--- config.mk ---
export PLATFORM = sky130hd
export DESIGN_NAME = vga_trap_smi
export DESIGN_NICKNAME = d
export VERILOG_FILES = /design/src/rtl/vga_trap_pkg.sv /design/src/rtl/vga_trap_regs.sv /design/src/rtl/vga_trap_decode.sv /design/src/rtl/vga_trap_slice_mask.sv /design/src/rtl/vga_trap_smi.sv
export SDC_FILE = /design/constraint.sdc
export NUM_CORES = 1
export LEC_CHECK = 0
export ABC_AREA = 1
export BUFFER_PORTS_ARGS = -buffer_cell sky130_fd_sc_hd__buf_4
export CORE_AREA = 10 10 105 69
export DETAILED_ROUTE_END_ITERATION = 10
export DIE_AREA = 0 0 115 79
export PLACE_DENSITY_LB_ADDON = 0.15
export SLEW_MARGIN = 25
export SYNTH_ARGS = -nofsm -noshare
export SYNTH_HDL_FRONTEND = slang
export SYNTH_SLANG_ARGS = --single-unit
--- constraint.sdc ---
create_clock -name clk -period 1.02 [get_ports clk]
set_input_delay 0.204 -clock clk [delete_from_list [all_inputs] [get_ports clk]]
set_output_delay 0.204 -clock clk [all_outputs]
set_load 0.01 [all_outputs]
--- src/rtl/vga_trap_pkg.sv ---
package vga_trap_pkg;

  localparam int NUM_AREAS = 6;
  localparam int CODE_W    = 3;

  typedef enum logic [CODE_W-1:0] {
    AREA_GFX_WIN   = 3'd0,
    AREA_MONO_WIN  = 3'd1,
    AREA_COLOR_WIN = 3'd2,
    AREA_IO_MONO   = 3'd3,
    AREA_IO_ATTR   = 3'd4,
    AREA_IO_COLOR  = 3'd5
  } area_code_e;

  // Lowest address of area k
  function automatic logic [31:0] area_lo(input int k);
    case (k)
      0:       return 32'h000A_0000;
      1:       return 32'h000B_0000;
      2:       return 32'h000B_8000;
      3:       return 32'h0000_03B0;
      4:       return 32'h0000_03C0;
      default: return 32'h0000_03D0;
    endcase
  endfunction

  // Highest address of area k
  function automatic logic [31:0] area_hi(input int k);
    case (k)
      0:       return 32'h000A_FFFF;
      1:       return 32'h000B_7FFF;
      2:       return 32'h000B_FFFF;
      3:       return 32'h0000_03BF;
      4:       return 32'h0000_03CF;
      default: return 32'h0000_03DF;
    endcase
  endfunction

  function automatic logic area_is_io(input int k);
    return (k >= 3);
  endfunction

  // Lowest set bit wins; the areas are disjoint so at most one is set.
  function automatic logic [CODE_W-1:0] encode_area(input logic [NUM_AREAS-1:0] hits);
    logic [CODE_W-1:0] code;
    code = '0;
    for (int k = NUM_AREAS - 1; k >= 0; k--) begin
      if (hits[k]) code = CODE_W'(k);
    end
    return code;
  endfunction

endpackage

--- src/rtl/vga_trap_regs.sv ---
module vga_trap_regs #(
  parameter int CTL_W  = 6,
  parameter int MASK_W = 32,
  parameter int DATA_W = 32
) (
  input  logic              clk,
  input  logic              rst_n,
  input  logic              wr_en,
  input  logic              sel_mask,
  input  logic [DATA_W-1:0] wdata,
  output logic [CTL_W-1:0]  ctl_q,
  output logic [MASK_W-1:0] mask_q
);

  logic ctl_we;
  logic mask_we;

  assign ctl_we  = wr_en && !sel_mask;
  assign mask_we = wr_en &&  sel_mask;

  always_ff @(posedge clk or negedge rst_n) begin
    if (!rst_n) begin
      ctl_q <= '0;
    end else if (ctl_we) begin
      ctl_q <= wdata[CTL_W-1:0];
    end
  end

  always_ff @(posedge clk or negedge rst_n) begin
    if (!rst_n) begin
      mask_q <= '0;
    end else if (mask_we) begin
      mask_q <= wdata[MASK_W-1:0];
    end
  end

endmodule

--- src/rtl/vga_trap_decode.sv ---
module vga_trap_decode
  import vga_trap_pkg::*;
#(
  parameter int ADDR_W = 32
) (
  input  logic                 bus_valid,
  input  logic [ADDR_W-1:0]    bus_addr,
  input  logic                 bus_write,
  input  logic                 bus_is_io,
  output logic [NUM_AREAS-1:0] raw_hit
);

  for (genvar k = 0; k < NUM_AREAS; k++) begin : g_area
    localparam logic [ADDR_W-1:0] LO    = ADDR_W'(area_lo(k));
    localparam logic [ADDR_W-1:0] HI    = ADDR_W'(area_hi(k));
    localparam logic              IS_IO = area_is_io(k);

    logic space_ok;
    logic dir_ok;
    logic in_span;

    assign space_ok = (bus_is_io == IS_IO);
    // memory areas trap writes only; I/O areas trap both directions
    assign dir_ok   = IS_IO ? 1'b1 : bus_write;
    assign in_span  = (bus_addr >= LO) && (bus_addr <= HI);
    assign raw_hit[k] = bus_valid && space_ok && dir_ok && in_span;
  end

endmodule

--- src/rtl/vga_trap_slice_mask.sv ---
module vga_trap_slice_mask #(
  parameter int ADDR_W      = 32,
  parameter int MASK_W      = 32,
  parameter int SLICE_LOG2  = 11
) (
  input  logic [ADDR_W-1:0] bus_addr,
  input  logic [MASK_W-1:0] mask_q,
  output logic              slice_block
);

  localparam int IDX_W = $clog2(MASK_W);

  logic [IDX_W-1:0] slice_idx;

  assign slice_idx   = bus_addr[SLICE_LOG2 +: IDX_W];
  assign slice_block = mask_q[slice_idx];

endmodule

--- src/rtl/vga_trap_smi.sv ---
module vga_trap_smi
  import vga_trap_pkg::*;
#(
  parameter int ADDR_W     = 32,
  parameter int MASK_W     = 32,
  parameter int SLICE_LOG2 = 11
) (
  input  logic              clk,
  input  logic              rst_n,
  input  logic              bus_valid,
  input  logic [ADDR_W-1:0] bus_addr,
  input  logic              bus_write,
  input  logic              bus_is_io,
  input  logic              cfg_wr_en,
  input  logic              cfg_sel,
  input  logic [31:0]       cfg_wdata,
  output logic              smi_req,
  output logic [2:0]        smi_range
);

  logic [NUM_AREAS-1:0] ctl_q;
  logic [MASK_W-1:0]    mask_q;
  logic [NUM_AREAS-1:0] raw_hit;
  logic [NUM_AREAS-1:0] qual_hit;
  logic [NUM_AREAS-1:0] suppress_vec;
  logic                 slice_block;
  logic                 trap_now;

  vga_trap_regs #(
    .CTL_W  (NUM_AREAS),
    .MASK_W (MASK_W),
    .DATA_W (32)
  ) u_regs (
    .clk      (clk),
    .rst_n    (rst_n),
    .wr_en    (cfg_wr_en),
    .sel_mask (cfg_sel),
    .wdata    (cfg_wdata),
    .ctl_q    (ctl_q),
    .mask_q   (mask_q)
  );

  vga_trap_decode #(
    .ADDR_W (ADDR_W)
  ) u_decode (
    .bus_valid (bus_valid),
    .bus_addr  (bus_addr),
    .bus_write (bus_write),
    .bus_is_io (bus_is_io),
    .raw_hit   (raw_hit)
  );

  vga_trap_slice_mask #(
    .ADDR_W     (ADDR_W),
    .MASK_W     (MASK_W),
    .SLICE_LOG2 (SLICE_LOG2)
  ) u_slice (
    .bus_addr    (bus_addr),
    .mask_q      (mask_q),
    .slice_block (slice_block)
  );

  // only the graphics window listens to the slice mask
  assign suppress_vec = {{(NUM_AREAS-1){1'b0}}, slice_block};
  assign qual_hit     = raw_hit & ctl_q & ~suppress_vec;
  assign trap_now     = |qual_hit;

  always_ff @(posedge clk or negedge rst_n) begin
    if (!rst_n) begin
      smi_req   <= 1'b0;
      smi_range <= '0;
    end else begin
      smi_req   <= trap_now;
      smi_range <= trap_now ? encode_area(qual_hit) : '0;
    end
  end

endmodule

# Word level (Yosys, flattened, before mapping)
# Index checks and enable logic that the tools add are counted.
[op_classes]
reduce_logical = 19
magnitude_cmp = 13
bitwise_logic = 4
mux = 9
[ops]
columns = ["op", "n"]
rows = [
  ["32-bit by 10-bit greater-or-equal comparator with 1-bit output, second input constant", 3],
  ["32-bit by 20-bit greater-or-equal comparator with 1-bit output, second input constant", 3],
  ["32-bit by 10-bit less-or-equal comparator with 1-bit output, second input constant", 3],
  ["32-bit by 20-bit less-or-equal comparator with 1-bit output, second input constant", 3],
  ["3-bit two-way mux", 7],
  ["1-bit logical AND", 17],
  ["6-bit AND", 2],
  ["5-bit by 6-bit less-than comparator with 1-bit output, second input constant", 1],
  ["1-bit NOT with 6-bit output", 1],
  ["6-bit OR reduction", 1],
  ["1-bit binary-select mux with 5-bit select", 1],
  ["1-bit logical NOT", 1],
  ["1-bit two-way mux", 1],
  ["1-bit NOT", 1],
]
[word_totals]
inputBits = 71
out_inout_bits = 4
regBits = 42
wordCells = 49

# Depth between registers and ports, before layout
# Gate-level depths: netlist of the first run.
[depth]
depth_word = 13
mapped_depth = 10
depth_no_buf = 10

# Cells and area by module
# From an unflattened synthesis of the first run, not the netlist that was laid out.
[hier_totals]
cells_unflattened = 325
area_unflattened_um2 = 2332.2
[modules_own_cells]
columns = ["mod", "area_per_inst_um2", "instances", "cells_each", "seq_area_each_um2"]
rows = [
  ["vga_trap_regs", 1497.7, 1, 166, 950.9],
  ["vga_trap_slice_mask", 375.4, 1, 78, 0.0],
  ["vga_trap_decode", 260.2, 1, 55, 0.0],
  ["vga_trap_smi", 198.9, 1, 26, 100.1],
]

# Worst setup path before layout of the first run
# Ideal clock, no wire load.
[synth_timing]
path_kind = "input to register"
from = "input bus_addr[12]"
to = "register smi_req"
n_path_buf = 1
arrival_time_ns = 0.939
required_time_ns = 0.884
path_stages = 10
slack_ns = -0.055
setup_time_ns = 0.136
path_cell_list = "buf_6 bufinv_8 nor2_1 nand2_1 nand2_1 nand2_1 nand2_1 o21ai_1 nand3_1 nand4_1"
[synth_via]
elab_chain_cells = 6
word_cells_on_any_way = 30
classes_between = "order compare: 12; mux: 2; bitwise: 3; reduce/logical: 13"
[synth_lines]
columns = ["element", "line", "source"]
rows = [
  ["start, declared", "vga_trap_smi.sv:11", "input logic [ADDR_W-1:0] bus_addr,"],
  ["32-bit by 20-bit greater-or-equal comparator with 1-bit output (tied with other cells)", "vga_trap_decode.sv:25", "assign in_span = (bus_addr >= LO) && (bus_addr <= HI);"],
  ["1-bit logical AND", "vga_trap_decode.sv:25", ""],
  ["1-bit logical AND", "vga_trap_decode.sv:26", "assign raw_hit[k] = bus_valid && space_ok && dir_ok && in_span;"],
  ["6-bit AND", "vga_trap_smi.sv:65", "assign qual_hit = raw_hit & ctl_q & ~suppress_vec;"],
  ["6-bit AND (*)", "vga_trap_smi.sv:65", ""],
  ["6-bit OR reduction (*)", "vga_trap_smi.sv:66", "assign trap_now = |qual_hit;"],
  ["named net trap_now", "vga_trap_smi.sv:27", "logic trap_now;"],
  ["end signal, assigned", "vga_trap_smi.sv:73", "smi_req <= trap_now;"],
  ["end, declared", "vga_trap_smi.sv:17", "output logic smi_req,"],
]
# The timed path passes the listed nets; every way through them passes the cells marked *. The select of a mux whose other input is x is not followed.
# A chain may end at the register's enable or synchronous reset.

# Worst setup path in the final report of the first run
[layout_timing]
from = "register u_regs.mask_q[20]"
to = "register smi_req"
[layout_via]
elab_chain_cells = 5
[layout_lines]
columns = ["element", "line", "source"]
rows = [
  ["start, declared", "vga_trap_regs.sv:12", "output logic [MASK_W-1:0] mask_q"],
  ["start signal, assigned", "vga_trap_regs.sv:33", "mask_q <= wdata[MASK_W-1:0];"],
  ["1-bit binary-select mux with 5-bit select", "vga_trap_slice_mask.sv:16", "assign slice_block = mask_q[slice_idx];"],
  ["1-bit two-way mux (implied by the code)", "vga_trap_slice_mask.sv:16", ""],
  ["1-bit NOT with 6-bit output", "vga_trap_smi.sv:65", ""],
  ["6-bit AND", "vga_trap_smi.sv:65", ""],
  ["6-bit OR reduction", "vga_trap_smi.sv:66", ""],
  ["named net trap_now", "vga_trap_smi.sv:27", ""],
]
# The timed path passes the listed nets, and every way through them passes these cells. The select of a mux whose other input is x is not followed.

==> results of run 1 <==
sequential cells by signal, summed over array words and instances (netlist names):
register	flops
smi_req	1
smi_range	3
u_regs.ctl_q	6
u_regs.mask_q	32
repair_timing:
action                     CTS  global route
gates cloned                 0             0
pin swaps                    0             5
buffers inserted             0             2
setup endpoints to repair    3             6
hold buffers                 1             0
gates resized for setup      2             6
hold endpoints to repair    42             0
placed cells by master (no fill, tap or decap), types with 2 or more instances in the layout:
cell	netlist	final
a21oi_1	20	20
buf_12	0	4
buf_4	0	102
buf_6	4	3
clkbuf_8	0	6
dfrtp_1	42	42
inv_1	42	42
inv_2	2	2
mux2_2	6	6
nand2_1	84	83
nand3_1	17	16
nand4_1	7	7
nor2_1	53	45
nor2_2	3	11
o21ai_0	13	13
o21ai_1	3	2
power breakdown:
| part | internal (mW) | switching [mW] |
|---|---|---|
| Combinational | 0.507 | 0.442 |
| Clock | 0.544 | 0.564 |
| Sequential | 1.86 | 0.0862 |
| Total | 2.91 | 1.09 |
cells by family (layout without fill, tap and decap cells):
| group | count (synthesis) | count (layout) |
|---|---|---|
| simple gates | 170 | 170 |
| mux | 6 | 6 |
| compound gates | 39 | 39 |
| buf+inv | 57 | 164 |
| flops | 42 | 42 |
synth_stat cells:
cell type  count  area [um2]
buf_2          1       5.000
and3_1         1       6.260
nand3_1       17       85.08
bufinv_8       1       17.52
nor2_4         1       11.26
nor2_1        53       198.9
clkbuf_1       6       22.52
nand3b_1       1       7.510
nand2_1       84       315.3
o211ai_2       1       12.51
o21ai_1        3       15.01
a21oi_1       20       100.1
inv_1         42       157.7
nor2_2         3       18.77
o211ai_1       1       7.510
nor3_1         1       5.000
o21ai_0       13       65.06
buf_6          4       45.04
mux2_2         6       67.56
nor3b_1        1       7.510
inv_2          2       7.510
nor4_1         1       6.260
nand4_1        7       43.79
clkinv_1       1       3.750
dfrtp_1       42        1051
a21oi_2        1       8.760
worst min path at each step:
stage          slack, ns  cells past startpoint         start           endpoint
3_3_place_gp        0.18                      2         rst_n  u_regs.mask_q[15]
4_1_cts             0.14                      2  cfg_wdata[6]   u_regs.mask_q[6]
6_report            0.14                      2  cfg_wdata[6]   u_regs.mask_q[6]
2_1_floorplan      -0.09                      0         rst_n       smi_range[0]
5_1_grt             0.13                      2  cfg_wdata[6]   u_regs.mask_q[6]
3_5_place_dp        0.18                      2         rst_n  u_regs.mask_q[15]
routing by layer:
metal | track usage | routed length, um | up-vias
met5 | 0 | 0 | -
met4 | 0.03202 | 77 | 0
met3 | 0.04655 | 441 | 8
met2 | 0.1917 | 2637 | 51
met1 | 0.1922 | 3047 | 990
li1 | - | - | 1188
critical path, delay by kind of cell (launching register included):
family	cells	cell delay, ns
and+or+nand+nor	8	0.54
AOI/OAI and AO/OA	1	0.10
DFF	1	0.39
final cells by class:
class | instances | area share
clock buffer | 6 | 0.02482
inverter | 46 | 0.05416
clock inverter | 2 | 0.003761
multi-input combinational | 215 | 0.3080
sequential | 42 | 0.3159
timing repair buffer | 110 | 0.2674
tap | 69 | 0.02595
==> impl_metrics.ini, run 1 <==
[outcome]
status = finished with violations
violations = negative setup slack

[critical_path]
crit_start = u_regs.mask_q[20]
end_kind = register
start_kind = register
timing.rr.start = u_regs.mask_q[20]
r2r-end = smi_req
max_stage_delay_ns = 0.39
cp_slowest_cell = dfrtp_1
required_ns = 1.24
worstPathCellList = nor2_1 -> nor2_1 -> nand2_1 -> nand2_1 -> nand2_1 -> nand2_2 -> o21ai_2 -> nand3_1 -> nand4_1
critPathKind = register to register
cp_max_fo = 2
arrival_ns = 1.34
reg2reg_slack_ns = -0.10
rr_worst_depth = 9
cp_common_cell = nand2_1
critPathCapture = smi_req

[timing]
hold_violations = 0
max_freq_ghz = 0.8916
finalSetupTns_ns = -0.1016
clock_skew_ns = 0.009209
rsz0062_at_grt = true
maxSlewHeadroom = 0.7872
fin_hold_ws_ns = 0.1388
fin_crit_sh = 1.100
drv_slew = 0
setup_viol = 1
worst_slew_pin_slew_ns = 0.3184
layout_min_cycle_time_ns = 1.122
fin_ws_ns = -0.1016

[layout]
num-fill-cells = 513
regArea_mm2 = 0.001051
syn_to_final_growth_pct = 45.14
antenna_cells = 0
drive_above_1_share = 0.3444
nNetsFinal = 491
stdcell_count = 490
multi_input_area_mm2 = 0.001025
final_area_mm2 = 0.003327
final_util = 0.6147

[floorplan]
die_h_um = 79
core_area_mm2 = 0.005413
core.rowCount = 21
dieArea_mm2 = 0.009085
start_util = 0.4235
io_pins = 75
die_width_um = 115

[routing]
first_pass_iters = 4
routed_wl_um = 6203
vias = 2237
drt_iter0_drc = 96
antenna_left = 0
drc_errors = 0
vias_per_cell = 4.565
post_drt_wl_per_cell_um = 12.66

[synthesis]
syn_area_mm2 = 0.002292
ys_seq_area_frac = 0.4585
ys_types = 26
synth_top_family_by_area = simple AND/OR/NAND/NOR gates
synth_compound_area_frac = 0.09116
syn-num-nets = 385
syn_avg_cell_area_um2 = 7.300
ys_ff_latch = 42
syn-instance-count = 314
synthSimpleGateAreaFrac = 0.3079
synth_adder_area_share = 0
yosys_warnings = 0
synth.area.mux_share = 0.02948
synthXorXnorAreaFrac = 0

[placed_design]
place_area_mm2 = 0.003176
dp_slack_ns = -0.2676
dp_hpwl_um = 5100
gp_congestion = 0.9171
port_buffers = 74
dp_cells = 479

[grt]
grt_first_pass_wirelength_um = 10270
grt_max_degree = 43
grt.total_usage = 0.1355
antenna_found_initial = 0
grt-ovfl-total = 0
grt_pass1_vias = 2183

[clock_tree]
numCtsBuffers = 5
insertion_delay_ns = 0.29
cts_htree_levels = 2
path_clk_slew_ns = 0.08
clockBufferDepth = 2
cts_root_buf = clkbuf_8
cts_tree = yes
clock-sinks = 42

[power]
powerDensity_mw_per_mm2 = 1202
p_leak_nw = 1.798
fin_total_pwr_mw = 3.999
peakVddDrop_v = 0.0008690

[min_path]
hp-class = primary input to register

[flow_run]
drv_cap = 0
No activity file was read; power rests on OpenSTA's default activity.
==> run 2, diff against run 1 <==
--- a/constraint.sdc
+++ b/constraint.sdc
@@ -3,2 +3,2 @@
 set_output_delay 0.204 -clock clk [all_outputs]
-set_load 0.01 [all_outputs]
+set_load 0.005 [all_outputs]
==> impl_metrics.ini, run 2 (synthesized netlist as in run 1, its figures left out) <==
[critical_path]
cp_max_fo = 2
required_ns = 1.24
critPathKind = register to register
arrival_ns = 1.34
end_kind = register
start_kind = register

[layout]
top_regs = u_regs.mask_q: 32 flops, u_regs.ctl_q: 6 flops, smi_range: 3 flops
final_area_mm2 = 0.003319
final_cell_mix = buf_4, nand2_1, nor2_1, inv_1, dfrtp_1
nNetsFinal = 491
drive_above_1_share = 0.3444
largest_reg_flops = 32
syn_to_final_growth_pct = 44.81
mostFrequentLayoutCell = buf_4
antenna_cells = 0
final_util = 0.6133
largest-register = u_regs.mask_q

[power]
peakVddDrop_v = 0.0008690
p_seq_frac = 0.486
sw_frac_of_total = 0.2730
internal-power_mw = 2.907
powerDensity_mw_per_mm2 = 1205
p_leak_nw = 1.796
power.net_switching_mw = 1.092
fin_total_pwr_mw = 3.999
comb_power_share = 0.237
pwr-share-clk = 0.277

[clock_tree]
cts_root_buf = clkbuf_8
cts_htree_levels = 2
path_clk_slew_ns = 0.08
insertion_delay_ns = 0.29
clock-sinks = 42
cts_tree = yes
numCtsBuffers = 5
clockBufferDepth = 2

[timing]
fin_ws_ns = -0.1016
worst_slew_pin_slew_ns = 0.3184
drv_slew = 0
maxSlewHeadroom = 0.7872
layout_min_cycle_time_ns = 1.122
fin_crit_sh = 1.100
max_freq_ghz = 0.8916
setup_viol = 1
clock_skew_ns = 0.009209
rsz0062_at_grt = true
hold_violations = 0

[outcome]
status = finished with violations
violations = negative setup slack

[floorplan]
core.rowCount = 21
start_util = 0.4235
core_area_mm2 = 0.005413
die_width_um = 115
die_h_um = 79
io_pins = 75
dieArea_mm2 = 0.009085

[routing]
drt_iter0_drc = 94
routed_wl_um = 6199
vias = 2234
first_pass_iters = 4
post_drt_wl_per_cell_um = 12.65
vias_per_cell = 4.559
antenna_left = 0
drc_errors = 0

[grt]
grt-ovfl-total = 0
grt_first_pass_wirelength_um = 10270
grt_pass1_vias = 2183
grt_max_degree = 43
antenna_found_initial = 0
grt.total_usage = 0.1355

[placed_design]
dp_hpwl_um = 5100
port_buffers = 74
dp_slack_ns = -0.2676
place_area_mm2 = 0.003176
gp_congestion = 0.9171

[flow_run]
drv_cap = 0

[min_path]
hp-class = primary input to register
==> run 2: changes by cell type in the layout (fill, tap and decap cells not counted) <==
cell,before,now
buf_4,102,104
buf_6,3,1
==> run 2: worst paths after layout <==
path / from / endpoint / slack [ns] / cells after the start
max in group asynchronous: rst_n / u_regs.ctl_q[3] / 0.42 / 3
hold / removal: cfg_wdata[6] / u_regs.mask_q[6] / 0.14 / 2
hold reg to reg: u_regs.mask_q[1] / u_regs.mask_q[1] / 0.50 / 2
setup / recovery: u_regs.mask_q[20] / smi_req / -0.10 / 9
setup reg to reg: u_regs.mask_q[20] / smi_req / -0.10 / 9
min in group asynchronous: rst_n / u_regs.mask_q[15] / 0.40 / 3
==> run 2: power by group through the flow <==
stage / logic (mW) / clock network [mW] / registers, mW
finish: 0.949 / 1.11 / 1.94
global route: 1.08 / 1.20 / 1.97
CTS: 0.939 / 1.14 / 1.94
detailed placement: 0.928 / 0 / 1.98
global placement: 0.908 / 0 / 1.97
floorplan: 0.440 / 0 / 1.94
==> run 2: cell type report <==
cell class / instances / area (um2)
multi-input cells: 215 / 1025
flip-flops and latches: 42 / 1051
repair buffers: 110 / 882.1
well taps: 69 / 86.33
fillers: 514 / 2093
inverters: 46 / 180.2
clock inverters: 2 / 12.51
clock buffers: 6 / 82.58
==> run 2: per-stage QoR <==
stage	instances	TNS [ns]	hold slack, ns
final	490	-0.1016	0.1387
after global routing	490	-0.3434	0.1316
after global placement	479	-0.7338	0.1768
after floorplan	314	0	-0.09159
after detailed placement	479	-1.054	0.1770
after CTS	488	-0.1366	0.1354
==> run 2: worst max-delay path, stage by stage (launching register included) <==
cell	delay [ns]
dfrtp_1	0.39
nor2_1	0.10
nor2_1	0.05
nand2_1	0.06
nand2_1	0.06
nand2_1	0.06
nand2_2	0.05
o21ai_2	0.10
nand3_1	0.09
nand4_1	0.07
==> run 2: routing by layer <==
| metal | part of all wire | global-route usage |
|---|---|---|
| met1 | 0.49 | 0.1922 |
| met2 | 0.42 | 0.1917 |
| met3 | 0.070 | 0.04655 |
| met4 | 0.012 | 0.03202 |
| met5 | 0 | 0 |
==> run 2: repair_timing <==
item / CTS / global route
resized for setup: 2 / 4
pin swaps: 0 / 5
buffers inserted: 0 / 2
endpoints found under the hold margin: 42 / 0
setup endpoints to repair: 3 / 4
hold buffers: 1 / 0
